--- config.mk ---
export PLATFORM = sky130hd
export DESIGN_NAME = lanewidth_conv
export DESIGN_NICKNAME = d
export VERILOG_FILES = /design/src/rtl/lwc_pkg.sv /design/src/rtl/lwc_narrow.sv /design/src/rtl/lwc_widen.sv /design/src/rtl/lanewidth_conv.sv
export SDC_FILE = /design/constraint.sdc
export NUM_CORES = 2
export LEC_CHECK = 0
export ABC_CLOCK_PERIOD_IN_PS = 4400
export CORE_AREA = 2 2 347 349
export DETAILED_ROUTE_END_ITERATION = 7
export DIE_AREA = 0 0 349 351
export PLACE_DENSITY = 0.59
export REMOVE_ABC_BUFFERS = 1
export SLEW_MARGIN = 20
export SYNTH_ARGS = -nofsm -noshare
export SYNTH_HDL_FRONTEND = slang
export SYNTH_SLANG_ARGS = --single-unit
--- constraint.sdc ---
create_clock -name clk -period 4.4 [get_ports clk]
set_input_delay 0.88 -clock clk [delete_from_list [all_inputs] [get_ports clk]]
set_output_delay 0.88 -clock clk [all_outputs]
set_load 0.005 [all_outputs]
--- src/rtl/lwc_pkg.sv ---
package lwc_pkg;

    parameter int unsigned LANE_W   = 32;
    parameter int unsigned TAG_W    = 4;
    parameter int unsigned WIDE_N   = 8;
    localparam int unsigned NARROW_N = WIDE_N / 2;

    typedef struct packed {
        logic              vld;
        logic [TAG_W-1:0]  tag;
        logic [LANE_W-1:0] data;
    } lane_t;

    typedef enum logic {
        NAR_SPLIT = 1'b0,
        NAR_TRIM  = 1'b1
    } nar_mode_e;

    typedef enum logic {
        WID_CONCAT = 1'b0,
        WID_PAD    = 1'b1
    } wid_mode_e;

    function automatic lane_t blank_lane();
        lane_t l;
        l = '0;
        return l;
    endfunction

endpackage

--- src/rtl/lwc_narrow.sv ---
module lwc_narrow
    import lwc_pkg::*;
(
    input  logic                      clk,
    input  logic                      rst,
    input  nar_mode_e                 mode,
    input  logic                      in_valid,
    output logic                      in_ready,
    input  lane_t [WIDE_N-1:0]        in_lanes,
    output logic                      out_valid,
    input  logic                      out_ready,
    output lane_t [NARROW_N-1:0]      out_lanes
);

    lane_t [WIDE_N-1:0] hold_q;
    logic               full_q;
    logic               upper_q;
    nar_mode_e          mode_q;

    logic last_beat;
    logic out_fire;
    logic in_fire;

    assign last_beat = (mode_q == NAR_TRIM) || upper_q;
    assign out_fire  = full_q && out_ready;
    assign in_ready  = !full_q || (out_fire && last_beat);
    assign in_fire   = in_valid && in_ready;
    assign out_valid = full_q;

    always_ff @(posedge clk) begin
        if (rst) begin
            hold_q  <= '0;
            full_q  <= 1'b0;
            upper_q <= 1'b0;
            mode_q  <= NAR_SPLIT;
        end else if (in_fire) begin
            hold_q  <= in_lanes;
            mode_q  <= mode;
            full_q  <= 1'b1;
            upper_q <= 1'b0;
        end else if (out_fire) begin
            if (last_beat) begin
                full_q  <= 1'b0;
                upper_q <= 1'b0;
            end else begin
                upper_q <= 1'b1;
            end
        end
    end

    for (genvar i = 0; i < NARROW_N; i++) begin : g_sel
        assign out_lanes[i] = upper_q ? hold_q[i + NARROW_N] : hold_q[i];
    end

    // a blocked narrow beat must not change
    a_r8_nar_stall: assert property (@(posedge clk) disable iff (rst)
        (out_valid && !out_ready) |=> (out_valid && $stable(out_lanes)));

    // input is refused while the lower half of a split is outstanding
    a_r4_split_hold: assert property (@(posedge clk) disable iff (rst)
        (out_valid && mode_q == NAR_SPLIT && !upper_q) |-> !in_ready);

    // the lower half of a split is always followed by the upper half
    a_r2_split_second: assert property (@(posedge clk) disable iff (rst)
        (out_valid && out_ready && mode_q == NAR_SPLIT && !upper_q) |=> out_valid);

    // an accepted wide beat is visible on the next cycle
    a_r9_nar_latency: assert property (@(posedge clk) disable iff (rst)
        (in_valid && in_ready) |=> out_valid);

endmodule

--- src/rtl/lwc_widen.sv ---
module lwc_widen
    import lwc_pkg::*;
(
    input  logic                      clk,
    input  logic                      rst,
    input  wid_mode_e                 mode,
    input  logic                      in_valid,
    output logic                      in_ready,
    input  lane_t [NARROW_N-1:0]      in_lanes,
    output logic                      out_valid,
    input  logic                      out_ready,
    output lane_t [WIDE_N-1:0]        out_lanes
);

    lane_t [NARROW_N-1:0] lo_q;
    logic                 lo_full_q;
    lane_t [WIDE_N-1:0]   out_q;
    logic                 out_full_q;

    lane_t [WIDE_N-1:0]   joined;
    logic                 take_first;
    logic                 slot_free;
    logic                 in_fire;
    logic [NARROW_N-1:0]  hi_vld;

    assign take_first = !lo_full_q && (mode == WID_CONCAT);
    assign slot_free  = !out_full_q || out_ready;
    assign in_ready   = take_first || slot_free;
    assign in_fire    = in_valid && in_ready;
    assign out_valid  = out_full_q;
    assign out_lanes  = out_q;

    for (genvar i = 0; i < NARROW_N; i++) begin : g_join
        assign joined[i]            = lo_full_q ? lo_q[i] : in_lanes[i];
        assign joined[i + NARROW_N] = lo_full_q ? in_lanes[i] : blank_lane();
        assign hi_vld[i]            = out_lanes[i + NARROW_N].vld;
    end

    always_ff @(posedge clk) begin
        if (rst) begin
            lo_q       <= '0;
            lo_full_q  <= 1'b0;
            out_q      <= '0;
            out_full_q <= 1'b0;
        end else begin
            if (out_full_q && out_ready) begin
                out_full_q <= 1'b0;
            end
            if (in_fire) begin
                if (take_first) begin
                    lo_q      <= in_lanes;
                    lo_full_q <= 1'b1;
                end else begin
                    out_q      <= joined;
                    out_full_q <= 1'b1;
                    lo_full_q  <= 1'b0;
                end
            end
        end
    end

    // a blocked wide beat must not change
    a_r8_wid_stall: assert property (@(posedge clk) disable iff (rst)
        (out_valid && !out_ready) |=> (out_valid && $stable(out_lanes)));

    // a padded beat leaves its upper lanes invalid
    a_r6_pad_invalid: assert property (@(posedge clk) disable iff (rst)
        (in_valid && in_ready && !lo_full_q && mode == WID_PAD)
        |=> (out_valid && $countones(hi_vld) == 0));

    // the first half of a pair yields no output on its own
    a_r5_first_silent: assert property (@(posedge clk) disable iff (rst)
        (in_valid && in_ready && take_first && !out_full_q) |=> !out_valid);

    // a completing beat is visible on the next cycle
    a_r9_wid_latency: assert property (@(posedge clk) disable iff (rst)
        (in_valid && in_ready && !take_first) |=> out_valid);

endmodule

--- src/rtl/lanewidth_conv.sv ---
module lanewidth_conv
    import lwc_pkg::*;
(
    input  logic                          clk,
    input  logic                          rst,
    input  logic                          nar_mode,
    input  logic                          w_in_valid,
    output logic                          w_in_ready,
    input  logic [WIDE_N*LANE_W-1:0]      w_in_data,
    input  logic [WIDE_N-1:0]             w_in_lv,
    input  logic [WIDE_N*TAG_W-1:0]       w_in_tag,
    output logic                          n_out_valid,
    input  logic                          n_out_ready,
    output logic [NARROW_N*LANE_W-1:0]    n_out_data,
    output logic [NARROW_N-1:0]           n_out_lv,
    output logic [NARROW_N*TAG_W-1:0]     n_out_tag,
    input  logic                          wid_mode,
    input  logic                          n_in_valid,
    output logic                          n_in_ready,
    input  logic [NARROW_N*LANE_W-1:0]    n_in_data,
    input  logic [NARROW_N-1:0]           n_in_lv,
    input  logic [NARROW_N*TAG_W-1:0]     n_in_tag,
    output logic                          w_out_valid,
    input  logic                          w_out_ready,
    output logic [WIDE_N*LANE_W-1:0]      w_out_data,
    output logic [WIDE_N-1:0]             w_out_lv,
    output logic [WIDE_N*TAG_W-1:0]       w_out_tag
);

    lane_t [WIDE_N-1:0]   w_in_lanes;
    lane_t [NARROW_N-1:0] n_out_lanes;
    lane_t [NARROW_N-1:0] n_in_lanes;
    lane_t [WIDE_N-1:0]   w_out_lanes;

    for (genvar i = 0; i < WIDE_N; i++) begin : g_wide
        assign w_in_lanes[i].data = w_in_data[i*LANE_W +: LANE_W];
        assign w_in_lanes[i].tag  = w_in_tag[i*TAG_W +: TAG_W];
        assign w_in_lanes[i].vld  = w_in_lv[i];
        assign w_out_data[i*LANE_W +: LANE_W] = w_out_lanes[i].data;
        assign w_out_tag[i*TAG_W +: TAG_W]    = w_out_lanes[i].tag;
        assign w_out_lv[i]                    = w_out_lanes[i].vld;
    end

    for (genvar i = 0; i < NARROW_N; i++) begin : g_narrow
        assign n_in_lanes[i].data = n_in_data[i*LANE_W +: LANE_W];
        assign n_in_lanes[i].tag  = n_in_tag[i*TAG_W +: TAG_W];
        assign n_in_lanes[i].vld  = n_in_lv[i];
        assign n_out_data[i*LANE_W +: LANE_W] = n_out_lanes[i].data;
        assign n_out_tag[i*TAG_W +: TAG_W]    = n_out_lanes[i].tag;
        assign n_out_lv[i]                    = n_out_lanes[i].vld;
    end

    lwc_narrow u_narrow (
        .clk       (clk),
        .rst       (rst),
        .mode      (nar_mode_e'(nar_mode)),
        .in_valid  (w_in_valid),
        .in_ready  (w_in_ready),
        .in_lanes  (w_in_lanes),
        .out_valid (n_out_valid),
        .out_ready (n_out_ready),
        .out_lanes (n_out_lanes)
    );

    lwc_widen u_widen (
        .clk       (clk),
        .rst       (rst),
        .mode      (wid_mode_e'(wid_mode)),
        .in_valid  (n_in_valid),
        .in_ready  (n_in_ready),
        .in_lanes  (n_in_lanes),
        .out_valid (w_out_valid),
        .out_ready (w_out_ready),
        .out_lanes (w_out_lanes)
    );

    // both outputs are empty in the cycle after reset
    a_r1_reset_empty: assert property (@(posedge clk)
        rst |=> (!n_out_valid && !w_out_valid));

endmodule

== After elaboration in Yosys (flattened, before gate mapping) ==
Cells that the tools add are included.

* Bits in latches: 0
* Memory bits (writable): 0
* ROM bits: 0
* Flip-flop bits (word level): 745
* Memories: 0
* Output and inout port bits: 448

* Bitwise gates (word level): 2
* Multiplexer cells: 20
* Shift operators: 0
* Add/subtract/negate cells: 0
* Reductions and logical operators: 19
* Multipliers: 0
* Order comparisons: 0
* Div/mod/pow operators: 0
* Eq/ne operators: 0

{| class="wikitable"
|+ Operators by type and width
! operator !! count
|-
| $mux W37 || 12
|-
| $mux W1 || 8
|-
| $logic_and A1 B1 Y1 || 6
|-
| $reduce_and A2 Y1 || 3
|-
| $logic_or A1 B1 Y1 || 4
|-
| $reduce_bool A2 Y1 || 2
|-
| $logic_not A1 Y1 || 3
|-
| $not A1 Y1 || 2
|-
| $reduce_or A2 Y1 || 1
|}

== Longest topological paths before layout ==
* Depth after elaboration: 6
* Mapped depth: 7
* Gate-level depth less buffers: 3

== Hierarchy ==
From an unflattened synthesis, not the netlist that was laid out.

* Cell total of the unflattened synthesis: 3143
* Area, all modules: 32319.7 sq um

{| class="wikitable"
|+ By module, submodules not included
! module !! instances !! seq. area each (sq um) !! cells an instance !! area each (sq um)
|-
| lwc_widen || 1 || 8928.6 || 1680 || 17159.0
|-
| lwc_narrow || 1 || 5985.7 || 1463 || 15160.8
|}

== Least setup slack after synthesis ==
OpenSTA, ideal clock, no wires.

* Path kind: input to output
* Start: in wid_mode
* End: out n_in_ready
* Stages on the path: 5
* Arrival: 1.603 ns
* Required time: 3.520 ns
* Slack: 1.917 ns
* Path through: or2_4 -> buf_6 -> buf_6 -> buf_2 -> nand2_1

* Word-level cells in the longest chain between the ends: 3

{| class="wikitable"
|+ RTL lines
! what !! line !! source
|-
| start: declaration || lanewidth_conv.sv:17 || <nowiki>input logic wid_mode,</nowiki>
|-
| $not A1 Y1 || lwc_widen.sv:26 || <nowiki>assign take_first = !lo_full_q && (mode == WID_CONCAT);</nowiki>
|-
| $logic_and A1 B1 Y1 || lwc_widen.sv:26 ||
|-
| $logic_or A1 B1 Y1 || lwc_widen.sv:28 || <nowiki>assign in_ready = take_first || slot_free;</nowiki>
|-
| end: declaration || lanewidth_conv.sv:19 || <nowiki>output logic n_in_ready,</nowiki>
|}

No other way between the ends.

== Worst setup path after layout ==
* Start: reg u_narrow.upper_q
* End: out n_out_data[67]

* Word-level cells in the longest chain between the ends: 1

{| class="wikitable"
|+ RTL lines
! what !! line !! source
|-
| start: declaration || lwc_narrow.sv:17 || <nowiki>logic upper_q;</nowiki>
|-
| start signal: assignment || lwc_narrow.sv:34 || <nowiki>upper_q <= 1'b0;</nowiki>
|-
| start signal: assignment || lwc_narrow.sv:40 || <nowiki>upper_q <= 1'b0;</nowiki>
|-
| start signal: assignment || lwc_narrow.sv:44 || <nowiki>upper_q <= 1'b0;</nowiki>
|-
| $mux W37 || lwc_narrow.sv:52 || <nowiki>assign out_lanes[i] = upper_q ? hold_q[i + NARROW_N] : hold_q[i];</nowiki>
|-
| end: declaration || lanewidth_conv.sv:14 || <nowiki>output logic [NARROW_N*LANE_W-1:0] n_out_data,</nowiki>
|}

No other way between the ends.

==> flow_summary.ini <==
[yosys]
synth_compound_area_frac = 0.135
yosysMostFrequentCell = dfxtp_1
ys_ff_latch = 745
syn-instance-count = 3159
ys_types = 26
yosysTopAreaCell = dfxtp_1
syn_avg_cell_area_sq_um = 10.1
seq_area_frac_synth = 0.466
synth_top_family_by_area = multiplexers
yosys.area.top_type_share = 0.466
synthFlopType = dfxtp_1
synthArstFlopShare = 0
synth-edff-count = 0
yosys.area_share.simple = 0.154
synth_fa_ha_area_frac = 0
synthesis.area_sq_um = 32000
yosys_warnings = 0
synth_xor_xnor_area_share = 0
synthMuxAreaShare = 0.191
synth_commonest_cells = 745 x dfxtp_1, 596 x nand2b_1, 445 x mux2i_1, 299 x nand2_1, 153 x a21oi_1
synth.area.top_cells = dfxtp_1 47%, mux2i_1 14%, nand2b_1 12%

[floorplan]
num_io_pins = 900
die_w_um = 349
core_region_area_sq_um = 119000
die_y_um = 351
row_count = 127
die-area_sq_um = 122000
start_util = 0.269

[setup_path]
critPathLaunchType = register
path_cells = buf_4 -> mux2_2 -> clkdlybuf4s50_1
setup.worst_path.end_class = primary output
critPathSlowestCell = dfxtp_4
cpPeakStageDelay_ns = 0.69
crit_type = register to primary output
critPathBufInv = 2
crit_arrival_ns = 2.74
cp_max_fo = 23
required_ns = 3.52
crit_family = buffers and inverters

[layout]
ff_latch_area_sq_um = 14900
syn_to_final_growth_pct = 40.1
fillers = 11860
multi_input_area_sq_um = 15400
nNetsFinal = 4333
drive_gt1_frac = 0.0883

[routing]
highest_layer = met5
first_pass_iters = 5
vias = 25914
route.met2.wl_um = 53700
drtIter0Drc = 1427
wl_per_cell_um = 20.8
wl_met1_um = 46900
drt-total-wl_um = 115000
drc = 0
antenna_left = 0
wl_met3_um = 10300
via_per_inst = 4.70

[sta]
setup_ws_ns = 0.782
final_max_slew_viol_count = 0
setup_viol_count_final = 0
min_period_over_period = 0.822
finalSetupTns_ns = 0
fin_skew_ns = 0.0453
fmax_ghz = 0.276
finalHoldViolations = 0
slew_headroom = 0.339
final.min_clock_period_ns = 3.62
rsz0062_at_grt = false
worst_pin_slew_ns = 0.991

[power]
p_total_w = 0.0174
power-per-cell-area_nw_per_um2 = 389
p_leak_nw = 16.2
ir_worst_vdd_mv = 0.281

[clocking]
numCtsBuffers = 87
cts_tree = done
insertion_delay_ns = 0.67
clock-root-buffer = clkbuf_16
clk_path_buf_depth = 3
clkTransAtPathRegs_ns = 0.06
cts_setup_buffers = 0
htreeDepth = 3
clock_sinks = 745
ctsResizeCount = 0
cts_hold_buf = 0

[run_status]
outcome = completed

[grt]
grt_pass1_wl_um = 164000
grt-ovfl-total = 0
gr-usage-all-layers = 0.175
grt_max_degree = 258
grt_pass1_vias = 25244
antenna_found_initial = 27

[place]
hpwl_um = 79100
port_buffers = 899
dp_slack_ns = 0.908
place.gp.congestion = 0.787

[flow_run]
maxCapViolCount = 0

[worst_hold_path]
hold_class = register to register
## registers in the layout, indices dropped and copies added (netlist names)
name / flops
u_narrow.mode_q: 1
u_narrow.hold_q: 296
u_narrow.upper_q: 1
u_widen.out_lanes: 296
u_widen.out_valid: 1
u_widen.lo_q: 148
u_narrow.out_valid: 1
u_widen.lo_full_q: 1
## worst register-to-register path, delay by kind of cell, from the launching register on
kind / cells / cell delay [ns]
AO/OA/AOI/OAI: 2 / 0.48
buffers and inverters: 2 / 0.98
flip-flops: 1 / 0.46
AND/OR/NAND/NOR: 1 / 0.27
## final timing paths
| kind | startpoint | endpoint | slack [ns] | cells past startpoint |
|---|---|---|---|---|
| hold reg to reg | u_widen.lo_q[117]$_SDFFE_PP0P_ | u_widen.lo_q[117]$_SDFFE_PP0P_ | 0.45 | 2 |
| setup reg to reg | u_widen.lo_full_q$_SDFFE_PP0P_ | u_widen.out_lanes[119]$_SDFFE_PP0P_ | 2.10 | 5 |
| setup / recovery | u_narrow.upper_q$_SDFFE_PP0P_ | n_out_data[67] | 0.78 | 3 |
| hold / removal | u_widen.lo_q[117]$_SDFFE_PP0P_ | u_widen.lo_q[117]$_SDFFE_PP0P_ | 0.45 | 2 |
## cells by family (layout without fill, tap and decap cells)
| kind of cell | count (synthesis) | in the layout |
|---|---|---|
| AO/OA/AOI/OAI | 601 | 601 |
| buffers and inverters | 317 | 1110 |
| flip-flops | 745 | 745 |
| multiplexers | 593 | 593 |
| other | 0 | 11 |
| AND/OR/NAND/NOR | 903 | 903 |
## layout by cell type (no fill, tap or decap), types with 2 or more instances in the layout
master,instances
clkbuf_8,15
dfxtp_1,743
dfxtp_4,2
clkinv_16,4
clkinv_2,20
a21oi_1,152
a22o_1,148
diode_2,11
buf_4,28
mux2i_1,445
clkbuf_16,87
buf_12,20
clkbuf_1,20
a31oi_1,148
clkdlybuf4s50_1,897
inv_1,2
a311oi_1,149
inv_6,3
nand2_1,299
clkinvlp_4,2
nand2b_1,595
bufinv_16,5
mux2_2,148
## final cells by class
class / instances / area share
clock buffer: 122 / 0.0548
multi-input combinational: 2097 / 0.344
antenna: 11 / 0.000614
sequential: 745 / 0.333
clock inverter: 38 / 0.0103
timing repair buffer: 947 / 0.214
inverter: 3 / 0.000251
tap: 1548 / 0.0432
## stage by stage
stage          hold slack [ns]  utilization  cells  area [sq um]
3_5_place_dp             0.446        0.352   5340         41900
3_3_place_gp             0.441        0.352   5340         41900
4_1_cts                  0.454        0.376   5500         44800
5_1_grt                  0.467        0.377   5504         44800
2_1_floorplan            0.430            -   2845         30300
6_report                 0.453        0.377   5511         44800
## power breakdown
group	internal, W	switching [W]
sequential	0.00715	0.000222
combinational	0.00144	0.00121
clock	0.00425	0.00317
total	0.0128	0.00461
## metal layers
| layer | up-vias | global-route usage |
|---|---|---|
| li1 | 12594 | - |
| met1 | 12287 | 0.210 |
| met2 | 855 | 0.289 |
| met3 | 160 | 0.0618 |
| met4 | 18 | 0.0633 |
| met5 | - | 0 |
Note: power is estimated with default switching activity, not from simulation.
